### src/rtl/i2c_wr_pkg.sv
package i2c_wr_pkg;
   localparam int BYTE_W = 8;
   localparam int BIT_CNT_W = 4;

   typedef enum logic [2:0] {
      ST_IDLE,
      ST_DEV,
      ST_DEV_ACK,
      ST_PTR,
      ST_PTR_ACK,
      ST_DAT,
      ST_DAT_ACK
   } rx_state_t;
endpackage

### src/rtl/i2c_line_sync.sv
module i2c_line_sync #(
   parameter int STAGES = 2
) (
   input  logic clk,
   input  logic rst_n,
   input  logic line_i,
   output logic level_o,
   output logic prev_o
);
   generate
      if (STAGES < 2) begin : g_bad_stages
         $error("i2c_line_sync: STAGES must be at least 2");
      end
   endgenerate

   logic [STAGES-1:0] chain_q;
   logic              prev_q;

   always_ff @(posedge clk or negedge rst_n) begin
      if (!rst_n) begin
         chain_q <= '1;
         prev_q  <= 1'b1;
      end else begin
         chain_q <= {chain_q[STAGES-2:0], line_i};
         prev_q  <= chain_q[STAGES-1];
      end
   end

   assign level_o = chain_q[STAGES-1];
   assign prev_o  = prev_q;
endmodule

### src/rtl/i2c_cond_detect.sv
module i2c_cond_detect (
   input  logic scl_now,
   input  logic scl_prev,
   input  logic sda_now,
   input  logic sda_prev,
   output logic scl_rise,
   output logic scl_fall,
   output logic start_det,
   output logic stop_det
);
   logic scl_held_high;

   always_comb begin
      scl_held_high = scl_now & scl_prev;
      scl_rise      = scl_now & ~scl_prev;
      scl_fall      = ~scl_now & scl_prev;
      start_det     = scl_held_high & sda_prev & ~sda_now;
      stop_det      = scl_held_high & ~sda_prev & sda_now;
   end
endmodule

### src/rtl/i2c_wr_fsm.sv
module i2c_wr_fsm
   import i2c_wr_pkg::*;
#(
   parameter logic [6:0] ADDR_SEL0 = 7'h20,
   parameter logic [6:0] ADDR_SEL1 = 7'h21,
   parameter bit         STRAP_EN  = 1'b1
) (
   input  logic              clk,
   input  logic              rst_n,
   input  logic              scl_lvl,
   input  logic              sda_lvl,
   input  logic              scl_rise,
   input  logic              scl_fall,
   input  logic              start_det,
   input  logic              stop_det,
   input  logic              addr_sel,
   output logic              sda_pull,
   output logic [BYTE_W-1:0] wr_addr,
   output logic [BYTE_W-1:0] wr_data,
   output logic              wr_en
);
   localparam logic [BIT_CNT_W-1:0] LAST_BIT = BIT_CNT_W'(BYTE_W);

   rx_state_t            state_q;
   logic [BIT_CNT_W-1:0] bit_cnt_q;
   logic [BYTE_W-1:0]    shift_q;
   logic [BYTE_W-1:0]    ptr_q;
   logic [6:0]           dev_addr;
   logic                 byte_done;
   logic                 rx_phase;

   generate
      if (STRAP_EN) begin : g_strap
         assign dev_addr = addr_sel ? ADDR_SEL1 : ADDR_SEL0;
      end else begin : g_fixed
         logic unused_sel;
         assign unused_sel = addr_sel;
         assign dev_addr   = ADDR_SEL0;
      end
   endgenerate

   assign rx_phase  = (state_q == ST_DEV) || (state_q == ST_PTR) || (state_q == ST_DAT);
   assign byte_done = rx_phase && scl_fall && (bit_cnt_q == LAST_BIT);

   always_ff @(posedge clk or negedge rst_n) begin
      if (!rst_n) begin
         state_q   <= ST_IDLE;
         bit_cnt_q <= '0;
         shift_q   <= '0;
         ptr_q     <= '0;
         sda_pull  <= 1'b0;
         wr_addr   <= '0;
         wr_data   <= '0;
         wr_en     <= 1'b0;
      end else begin
         wr_en <= 1'b0;
         if (stop_det) begin
            state_q  <= ST_IDLE;
            sda_pull <= 1'b0;
         end else if (start_det) begin
            state_q   <= ST_DEV;
            bit_cnt_q <= '0;
            sda_pull  <= 1'b0;
         end else if (rx_phase && scl_rise && (bit_cnt_q < LAST_BIT)) begin
            shift_q   <= {shift_q[BYTE_W-2:0], sda_lvl};
            bit_cnt_q <= bit_cnt_q + 1'b1;
         end else if (byte_done) begin
            unique case (state_q)
               ST_DEV: begin
                  if ((shift_q[7:1] == dev_addr) && !shift_q[0]) begin
                     state_q  <= ST_DEV_ACK;
                     sda_pull <= 1'b1;
                  end else begin
                     state_q <= ST_IDLE;
                  end
               end
               ST_PTR: begin
                  ptr_q    <= shift_q;
                  state_q  <= ST_PTR_ACK;
                  sda_pull <= 1'b1;
               end
               default: begin
                  wr_addr  <= ptr_q;
                  wr_data  <= shift_q;
                  wr_en    <= 1'b1;
                  ptr_q    <= ptr_q + 1'b1;
                  state_q  <= ST_DAT_ACK;
                  sda_pull <= 1'b1;
               end
            endcase
         end else if (scl_fall) begin
            unique case (state_q)
               ST_DEV_ACK: begin
                  state_q <= ST_PTR; bit_cnt_q <= '0; sda_pull <= 1'b0;
               end
               ST_PTR_ACK, ST_DAT_ACK: begin
                  state_q <= ST_DAT; bit_cnt_q <= '0; sda_pull <= 1'b0;
               end
               default: ;
            endcase
         end
      end
   end

   // a write strobe lasts one cycle
   p_strobe_single_r5: assert property (@(posedge clk) disable iff (!rst_n)
      wr_en |=> !wr_en);
   // the pointer has moved one past the register just written
   p_ptr_step_r6: assert property (@(posedge clk) disable iff (!rst_n)
      wr_en |-> (ptr_q == wr_addr + 8'd1));
   // the idle target never drives the bus
   p_idle_quiet_r10: assert property (@(posedge clk) disable iff (!rst_n)
      (state_q == ST_IDLE) |-> !sda_pull);
   // STOP always leads to idle
   p_stop_idle_r7: assert property (@(posedge clk) disable iff (!rst_n)
      stop_det |=> (state_q == ST_IDLE));
   // START always restarts address reception
   p_start_dev_r8: assert property (@(posedge clk) disable iff (!rst_n)
      start_det |=> (state_q == ST_DEV) && (bit_cnt_q == '0));
   // the pull-down begins only while SCL is low
   p_pull_scl_low_r3: assert property (@(posedge clk) disable iff (!rst_n)
      $rose(sda_pull) |-> !scl_lvl);
endmodule

### src/rtl/i2c_regwr_slave.sv
module i2c_regwr_slave
   import i2c_wr_pkg::*;
#(
   parameter int         SYNC_STAGES = 2,
   parameter logic [6:0] ADDR_SEL0   = 7'h20,
   parameter logic [6:0] ADDR_SEL1   = 7'h21,
   parameter bit         STRAP_EN    = 1'b1
) (
   input  logic       clk,
   input  logic       rst_n,
   input  logic       scl_i,
   input  logic       sda_i,
   input  logic       addr_sel_i,
   output logic       sda_pull_o,
   output logic [7:0] wr_addr_o,
   output logic [7:0] wr_data_o,
   output logic       wr_en_o
);
   localparam int N_LINES = 2;

   generate
      if (ADDR_SEL0 == ADDR_SEL1 && STRAP_EN) begin : g_bad_addr
         $error("i2c_regwr_slave: strap addresses must differ");
      end
   endgenerate

   logic [N_LINES-1:0] raw_lines;
   logic [N_LINES-1:0] lvl;
   logic [N_LINES-1:0] prv;
   logic scl_rise, scl_fall, start_det, stop_det;

   assign raw_lines = {sda_i, scl_i};

   generate
      for (genvar i = 0; i < N_LINES; i++) begin : g_sync
         i2c_line_sync #(.STAGES(SYNC_STAGES)) u_sync (
            .clk    (clk),
            .rst_n  (rst_n),
            .line_i (raw_lines[i]),
            .level_o(lvl[i]),
            .prev_o (prv[i])
         );
      end
   endgenerate

   i2c_cond_detect u_cond (
      .scl_now  (lvl[0]),
      .scl_prev (prv[0]),
      .sda_now  (lvl[1]),
      .sda_prev (prv[1]),
      .scl_rise (scl_rise),
      .scl_fall (scl_fall),
      .start_det(start_det),
      .stop_det (stop_det)
   );

   i2c_wr_fsm #(
      .ADDR_SEL0(ADDR_SEL0),
      .ADDR_SEL1(ADDR_SEL1),
      .STRAP_EN (STRAP_EN)
   ) u_fsm (
      .clk      (clk),
      .rst_n    (rst_n),
      .scl_lvl  (lvl[0]),
      .sda_lvl  (lvl[1]),
      .scl_rise (scl_rise),
      .scl_fall (scl_fall),
      .start_det(start_det),
      .stop_det (stop_det),
      .addr_sel (addr_sel_i),
      .sda_pull (sda_pull_o),
      .wr_addr  (wr_addr_o),
      .wr_data  (wr_data_o),
      .wr_en    (wr_en_o)
   );

   // no bus drive or write right after reset
   p_reset_quiet_r9: assert property (@(posedge clk)
      $rose(rst_n) |-> !sda_pull_o && !wr_en_o);
endmodule

### config.mk
export PLATFORM = sky130hd
export DESIGN_NAME = i2c_regwr_slave
export DESIGN_NICKNAME = d
export VERILOG_FILES = /design/src/rtl/i2c_wr_pkg.sv /design/src/rtl/i2c_line_sync.sv /design/src/rtl/i2c_cond_detect.sv /design/src/rtl/i2c_wr_fsm.sv /design/src/rtl/i2c_regwr_slave.sv
export SDC_FILE = /design/constraint.sdc
export NUM_CORES = 1
export LEC_CHECK = 0
export ABC_AREA = 1
export BUFFER_PORTS_ARGS = -buffer_cell sky130_fd_sc_hd__buf_2
export CORE_MARGIN = 2
export CORE_UTILIZATION = 40
export CTS_BUF_LIST = sky130_fd_sc_hd__clkbuf_8 sky130_fd_sc_hd__clkbuf_16
export CTS_CLUSTER_SIZE = 12
export DETAILED_ROUTE_END_ITERATION = 6
export PLACE_DENSITY = 0.59
export SYNTH_ARGS = -nofsm -noshare
export SYNTH_HDL_FRONTEND = slang
export SYNTH_SLANG_ARGS = --single-unit
### constraint.sdc
create_clock -name clk -period 1.4 [get_ports clk]
set_clock_uncertainty 0.1 [all_clocks]
set_input_delay 0.07 -clock clk [delete_from_list [all_inputs] [get_ports clk]]
set_output_delay 0.07 -clock clk [all_outputs]
set_load 0.02 [all_outputs]
==> impl_metrics.env, run 1 <==
export IMPL_fin_util_pct=52.6
export IMPL_hold_viol_final=0
export IMPL_cts_tree="built"
export IMPL_clk_latency_ns=0.30
export IMPL_core_um2=5470
export IMPL_synth_top_area_share_pct=45.7
export IMPL_wirelength_mm=4.34
export IMPL_path_common_cell="nand2_4"
export IMPL_rsz0062_at_grt="yes"
export IMPL_antenna_found_initial=0
export IMPL_root_buffer="clkbuf_8"
export IMPL_drive_above_1_share_pct=40.3
export IMPL_worst_pin_slew_ns=0.325
export IMPL_ant_nets=0
export IMPL_numCtsBuffers=5
export IMPL_netlist_area_um2=2240
export IMPL_finalSetupViolCount=28
export IMPL_slew_headroom_pct=78.3
export IMPL_required_ns=1.49
export IMPL_vias=1758
export IMPL_yosys_warnings=0
export IMPL_grt_pass1_wl_mm=7.65
export IMPL_multi_input_area_um2=947
export IMPL_finalInstanceArea_um2=2880
export IMPL_start_util_pct=41.0
export IMPL_rows=27
export IMPL_yosysTopAreaCell="dfrtp_1"
export IMPL_criticalPathCategory="reg -> reg"
export IMPL_portBuffers=22
export IMPL_fmax_ghz=0.655
export IMPL_slew_violations=0
export IMPL_hp_class="in -> async"
export IMPL_grt_overflow_total=0
export IMPL_synth_seq_cells=47
export IMPL_filler_cell_count=527
export IMPL_vdd_drop_max_mv=0.789
export IMPL_drc=0
export IMPL_status="finished, violations left"
export IMPL_cts_sinks=47
export IMPL_vias_per_cell=4.69
export IMPL_synthDistinctLibCells=27
export IMPL_dieArea_um2=6230
export IMPL_firstDrtPassIters=4
export IMPL_dieHeight_um=78.9
export IMPL_cap_violations=0
export IMPL_layout_setup_ws_ns=-0.126
export IMPL_power_leakage_nw=1.45
export IMPL_dp_hpwl_mm=3.16
export IMPL_syn_to_final_growth_pct=28.2
export IMPL_gp_congestion=0.814
export IMPL_dp_cells=360
export IMPL_htree_levels=2
export IMPL_path_cells="nand2_2, nor2_4, nand2_4, inv_2, nand2_4, buf_12, nand2_1, o21ai_2"
export IMPL_grt_usage_pct=15.6
export IMPL_startpoint_type="flip-flop"
export IMPL_stdcell_count=375
export IMPL_cp_slowest_cell="dfstp_2"
export IMPL_wl_per_cell_um=11.6
export IMPL_drt_initial_drc_count=99
export IMPL_pre_cts_ws_ns=-0.173
export IMPL_diodes=0
export IMPL_p_per_area_nw_per_um2=1300
export IMPL_synthCells=249
export IMPL_synth_area_leaders="dfrtp_1, nand2_1, o21ai_2, dfstp_2, inv_1"
export IMPL_regArea_um2=1180
export IMPL_grt_max_degree=25
export IMPL_cts_path_max_buffers=2
export IMPL_die_x_um=78.9
export IMPL_period_needed_ns=1.53
export IMPL_path_clk_slew_ns=0.09
export IMPL_period_share_pct=109
export IMPL_io_pins=23
export IMPL_syn_avg_cell_area_um2=9.01
export IMPL_cp_end_kind="flip-flop"
export IMPL_failed_checks="setup timing"
export IMPL_syn_num_nets=257
export IMPL_power_total_mw=3.73
export IMPL_ys_seq_area_share_pct=52.7
export IMPL_grt_pass1_vias=1696
export IMPL_fin_nets=310
export IMPL_postPlaceCellArea_um2=2610
export IMPL_critPathMaxFanout=23
export IMPL_ff2ff_path_depth=8
export IMPL_arrival_ns=1.61
export IMPL_cpPeakStageDelay_ns=0.58
through the flow:
step                      TNS (ns)  hold WS [ns]
after floorplan              -1.05        -0.326
after global placement       -2.37        -0.122
after detailed placement     -3.57        -0.121
after CTS                    -2.38        0.0838
after global routing         -4.97         0.103
final                        -2.30        0.0824
final timing paths:
kind	slack, ns	to	from
min in group clk	0.24	u_fsm.sda_pull$_DFFE_PN0P_	addr_sel_i
max in group asynchronous	0.56	g_sync[1].u_sync.chain_q[1]$_DFF_PN1_	rst_n
worst max register to register	-0.13	u_fsm.wr_data[1]$_DFFE_PN0P_	g_sync[0].u_sync.prev_o$_DFF_PN1_
worst min register to register	0.26	g_sync[0].u_sync.chain_q[1]$_DFF_PN1_	g_sync[0].u_sync.chain_q[0]$_DFF_PN1_
worst min-delay path	0.08	u_fsm.wr_en$_DFF_PN0_	rst_n
worst max-delay path	-0.13	u_fsm.wr_data[1]$_DFFE_PN0P_	g_sync[0].u_sync.prev_o$_DFF_PN1_
critical path, delay by kind of cell, from the launching register on:
kind / cells / cell delay (ns)
AOI/OAI and AO/OA: 1 / 0.05
buffers and inverters: 2 / 0.24
DFF: 1 / 0.58
and+or+nand+nor: 5 / 0.44
cells in the final DEF (no fill, tap or decap), types with 2 or more instances in the layout:
cell type      instances
nor2_2                 2
buf_12                 4
inv_2                 11
dlygate4sd3_1          3
nand2_2               10
o21ai_0                9
o21ai_1               15
nand4_1                4
nor2_4                 2
dfstp_2                6
nand2_4                3
clkbuf_8               6
inv_1                 30
buf_6                  4
dfrtp_1               41
o21ai_2               19
nand3_2                4
nor2_1                 6
buf_4                 20
nand3_1               14
ha_1                   2
nand2_1               53
buf_2                 22
cells by family after synthesis:
| logic type | Yosys count | share of synthesized area, % |
|---|---|---|
| AOI/OAI and AO/OA | 49 | 14.7 |
| xor gates and xnor gates | 1 | 0.390 |
| adders and majority gates | 3 | 1.67 |
| buffers and inverters | 47 | 9.75 |
| DFF | 47 | 52.7 |
| and+or+nand+nor | 102 | 20.7 |
cell usage after synthesis (all sizes together):
| cell | n |
|---|---|
| o22ai | 2 |
| clkbuf | 1 |
| xnor2 | 1 |
| o21ai | 43 |
| nor3 | 2 |
| nand3 | 19 |
| a21oi | 3 |
| nand4 | 4 |
| dfrtp | 41 |
| buf | 6 |
| dfstp | 6 |
| nor2 | 11 |
| ha | 3 |
| o211ai | 1 |
| inv | 40 |
| nand2 | 66 |
metal layers:
| metal | routed length (µm) | global-route usage [%] | up-vias |
|---|---|---|---|
| met5 | 0 | 0 | - |
| met4 | 96 | 6.38 | 0 |
| met3 | 116 | 3.07 | 10 |
| met2 | 2100 | 26.0 | 24 |
| met1 | 2030 | 19.9 | 826 |
| li1 | - | - | 898 |
layout make-up:
cell class | instances | area share, %
well taps | 72 | 3.13
multi-input cells | 155 | 32.9
clock inverters | 2 | 0.304
inverters | 40 | 5.22
repair buffers | 53 | 14.4
clock buffers | 6 | 2.87
flip-flops and latches | 47 | 41.1
timing repair:
action,4_1_cts,5_1_grt
resized for setup,17,18
pin swaps,3,2
setup endpoints to repair,35,41
hold buffers,3,0
setup buffers,2,2
endpoints found under the hold margin,43,0
state kept, by name (all words and copies together) (netlist names):
| signal | flops |
|---|---|
| u_fsm.shift_q | 8 |
| u_fsm.bit_cnt_q | 4 |
| u_fsm.wr_en | 1 |
| u_fsm.state_q | 3 |
| u_fsm.sda_pull | 1 |
| u_fsm.wr_addr | 8 |
| u_fsm.ptr_q | 8 |
| g_sync.u_sync.chain_q | 4 |
| u_fsm.wr_data | 8 |
| g_sync.u_sync.prev_o | 2 |
power by group:
part | internal, mW | total, mW | switching (mW)
clock | 0.392 | 0.835 | 0.444
sequential | 1.55 | 1.70 | 0.151
combinational | 0.504 | 1.20 | 0.697
total | 2.44 | 3.73 | 1.29
Power figures use the tool's default switching activity.
==> inputs of run 2 (changes only) <==
--- a/config.mk
+++ b/config.mk
@@ -12,7 +12,7 @@
 export CTS_BUF_LIST = sky130_fd_sc_hd__clkbuf_8 sky130_fd_sc_hd__clkbuf_16
 export CTS_CLUSTER_SIZE = 12
 export DETAILED_ROUTE_END_ITERATION = 6
-export PLACE_DENSITY = 0.59
+export PLACE_DENSITY_LB_ADDON = 0.08
 export SYNTH_ARGS = -nofsm -noshare
 export SYNTH_HDL_FRONTEND = slang
 export SYNTH_SLANG_ARGS = --single-unit
==> run 2 against run 1 <==
Net effect:
- the run still ends with setup timing left
- routed wire length up 8.0%
- worst setup slack worse by 0.0055 ns
- fmax down 0.36%
- die area unchanged
- critical path depth unchanged
- first-iteration DRC count down 11%
- sequential power about the same
- power up 0.15%
- cell count up 1.9%
==> impl_metrics.env, run 2 (same netlist as run 1, synthesis figures left out) <==
export IMPL_status="finished, violations left"
export IMPL_failed_checks="setup timing"
export IMPL_cap_violations=0
export IMPL_critPathMaxFanout=18
export IMPL_switching_power_mw=1.32
export IMPL_vias_per_cell=4.68
export IMPL_diodes=0
export IMPL_fin_nets=317
export IMPL_crit_cells=8
export IMPL_power_leakage_nw=1.48
export IMPL_ff2ff_path_depth=8
export IMPL_grt_pass1_wl_mm=7.82
export IMPL_stdcell_count=382
export IMPL_cts_tree="built"
export IMPL_arrival_ns=1.63
export IMPL_clk_latency_ns=0.31
export IMPL_antenna_found_initial=0
export IMPL_required_ns=1.50
export IMPL_portBuffers=22
export IMPL_finalSetupViolCount=30
export IMPL_intPower_mw=2.42
export IMPL_hold_viol_final=0
export IMPL_cp_end_kind="flip-flop"
export IMPL_layout_setup_ws_ns=-0.131
export IMPL_pre_cts_ws_ns=-0.130
export IMPL_root_buffer="clkbuf_8"
export IMPL_drive_above_1_share_pct=43.9
export IMPL_io_pins=23
export IMPL_grt_overflow_total=0
export IMPL_dp_cells=360
export IMPL_fmax_ghz=0.653
export IMPL_gp_congestion=0.848
export IMPL_layout_commonest_cell="nand2_1"
export IMPL_crit_buf_inv=2
export IMPL_rsz0062_at_grt="yes"
export IMPL_layout_common_cells="nand2_1, dfrtp_1, inv_1"
export IMPL_htree_levels=2
export IMPL_cts_path_max_buffers=2
export IMPL_grt_max_degree=20
export IMPL_die_x_um=78.9
export IMPL_wirelength_mm=4.69
export IMPL_firstDrtPassIters=4
export IMPL_period_share_pct=109
export IMPL_path_clk_slew_ns=0.09
export IMPL_fin_util_pct=53.8
export IMPL_period_needed_ns=1.53
export IMPL_p_per_area_nw_per_um2=1270
export IMPL_criticalPathCategory="reg -> reg"
export IMPL_core_um2=5470
export IMPL_cts_sinks=47
export IMPL_grt_pass1_vias=1708
export IMPL_syn_to_final_growth_pct=31.1
export IMPL_start_util_pct=41.0
export IMPL_dieHeight_um=78.9
export IMPL_wl_per_cell_um=12.3
export IMPL_dp_hpwl_mm=3.22
export IMPL_drc=0
export IMPL_vdd_drop_max_mv=0.667
export IMPL_vias=1788
export IMPL_slew_headroom_pct=72.2
export IMPL_clkPwrFrac_pct=21.5
export IMPL_switching_share_pct=35.3
export IMPL_cp_top_family="flip-flops"
export IMPL_numCtsBuffers=5
export IMPL_dieArea_um2=6230
export IMPL_drt_initial_drc_count=88
export IMPL_slew_violations=0
export IMPL_cp_slowest_cell="dfstp_2"
export IMPL_path_cells="nand2_2, nor2_4, nand2_4, inv_4, nand2_4, buf_12, nand2_2, o21ai_2"
export IMPL_grt_usage_pct=16.3
export IMPL_hp_class="in -> async"
export IMPL_cpPeakStageDelay_ns=0.57
export IMPL_rows=27
export IMPL_worst_pin_slew_ns=0.417
export IMPL_hold_slack_ns=0.111
export IMPL_ant_nets=0
export IMPL_p_seq_share_pct=44.9
export IMPL_p_comb_share_pct=33.6
export IMPL_startpoint_type="flip-flop"
run 2: final cells by class:
| cell class | instances | area [µm²] |
|---|---|---|
| timing repair buffer | 59 | 460 |
| clock inverter | 3 | 16.3 |
| sequential | 47 | 1180 |
| fill | 521 | 2530 |
| tap | 72 | 90.1 |
| inverter | 40 | 153 |
| clock buffer | 5 | 68.8 |
| multi-input combinational | 156 | 971 |
run 2: power groups by stage:
| stage | Sequential, mW | Clock (mW) | Combinational [mW] |
|---|---|---|---|
| after CTS | 1.68 | 0.835 | 1.16 |
| after global placement | 1.70 | 0 | 1.08 |
| after detailed placement | 1.71 | 0 | 1.09 |
| after global routing | 1.71 | 0.883 | 1.40 |
| after floorplan | 1.71 | 0 | 0.670 |
| final | 1.68 | 0.804 | 1.26 |
run 2: stage by stage:
step	TNS (ns)	power, mW	instance area [µm²]
2_1_floorplan	-1.05	2.38	2280
6_report	-3.04	3.74	2940
4_1_cts	-2.76	3.68	2840
3_3_place_gp	-2.50	2.79	2620
3_5_place_dp	-2.85	2.80	2620
5_1_grt	-6.48	4.00	2940
run 2: what timing repair did:
action                                  4_1_cts  5_1_grt
pin swaps                                     1        3
gates resized for setup                      27       12
hold endpoints to repair                     19        0
cloned                                        2        1
setup buffers                                 3        5
hold buffers                                  3        0
endpoints found under the setup margin       41       41
run 2: path summary, 6_finish.rpt:
check	startpoint	end	slack, ns
setup reg to reg	g_sync[0].u_sync.prev_o$_DFF_PN1_	u_fsm.wr_addr[0]$_DFFE_PN0P_	-0.13
max in group asynchronous	rst_n	u_fsm.ptr_q[2]$_DFFE_PN0P_	0.51
setup / recovery	g_sync[0].u_sync.prev_o$_DFF_PN1_	u_fsm.wr_addr[0]$_DFFE_PN0P_	-0.13
min in group clk	addr_sel_i	u_fsm.sda_pull$_DFFE_PN0P_	0.25
hold / removal	rst_n	u_fsm.wr_data[2]$_DFFE_PN0P_	0.11
hold reg to reg	g_sync[0].u_sync.chain_q[0]$_DFF_PN1_	g_sync[0].u_sync.chain_q[1]$_DFF_PN1_	0.26
run 2: metal layers:
layer | global-route usage [%] | up-vias | wire, µm
met5 | 0 | - | 0
met4 | 5.86 | 0 | 71
met3 | 3.86 | 6 | 162
met2 | 26.6 | 29 | 2170
met1 | 21.2 | 838 | 2280
li1 | - | 915 | -
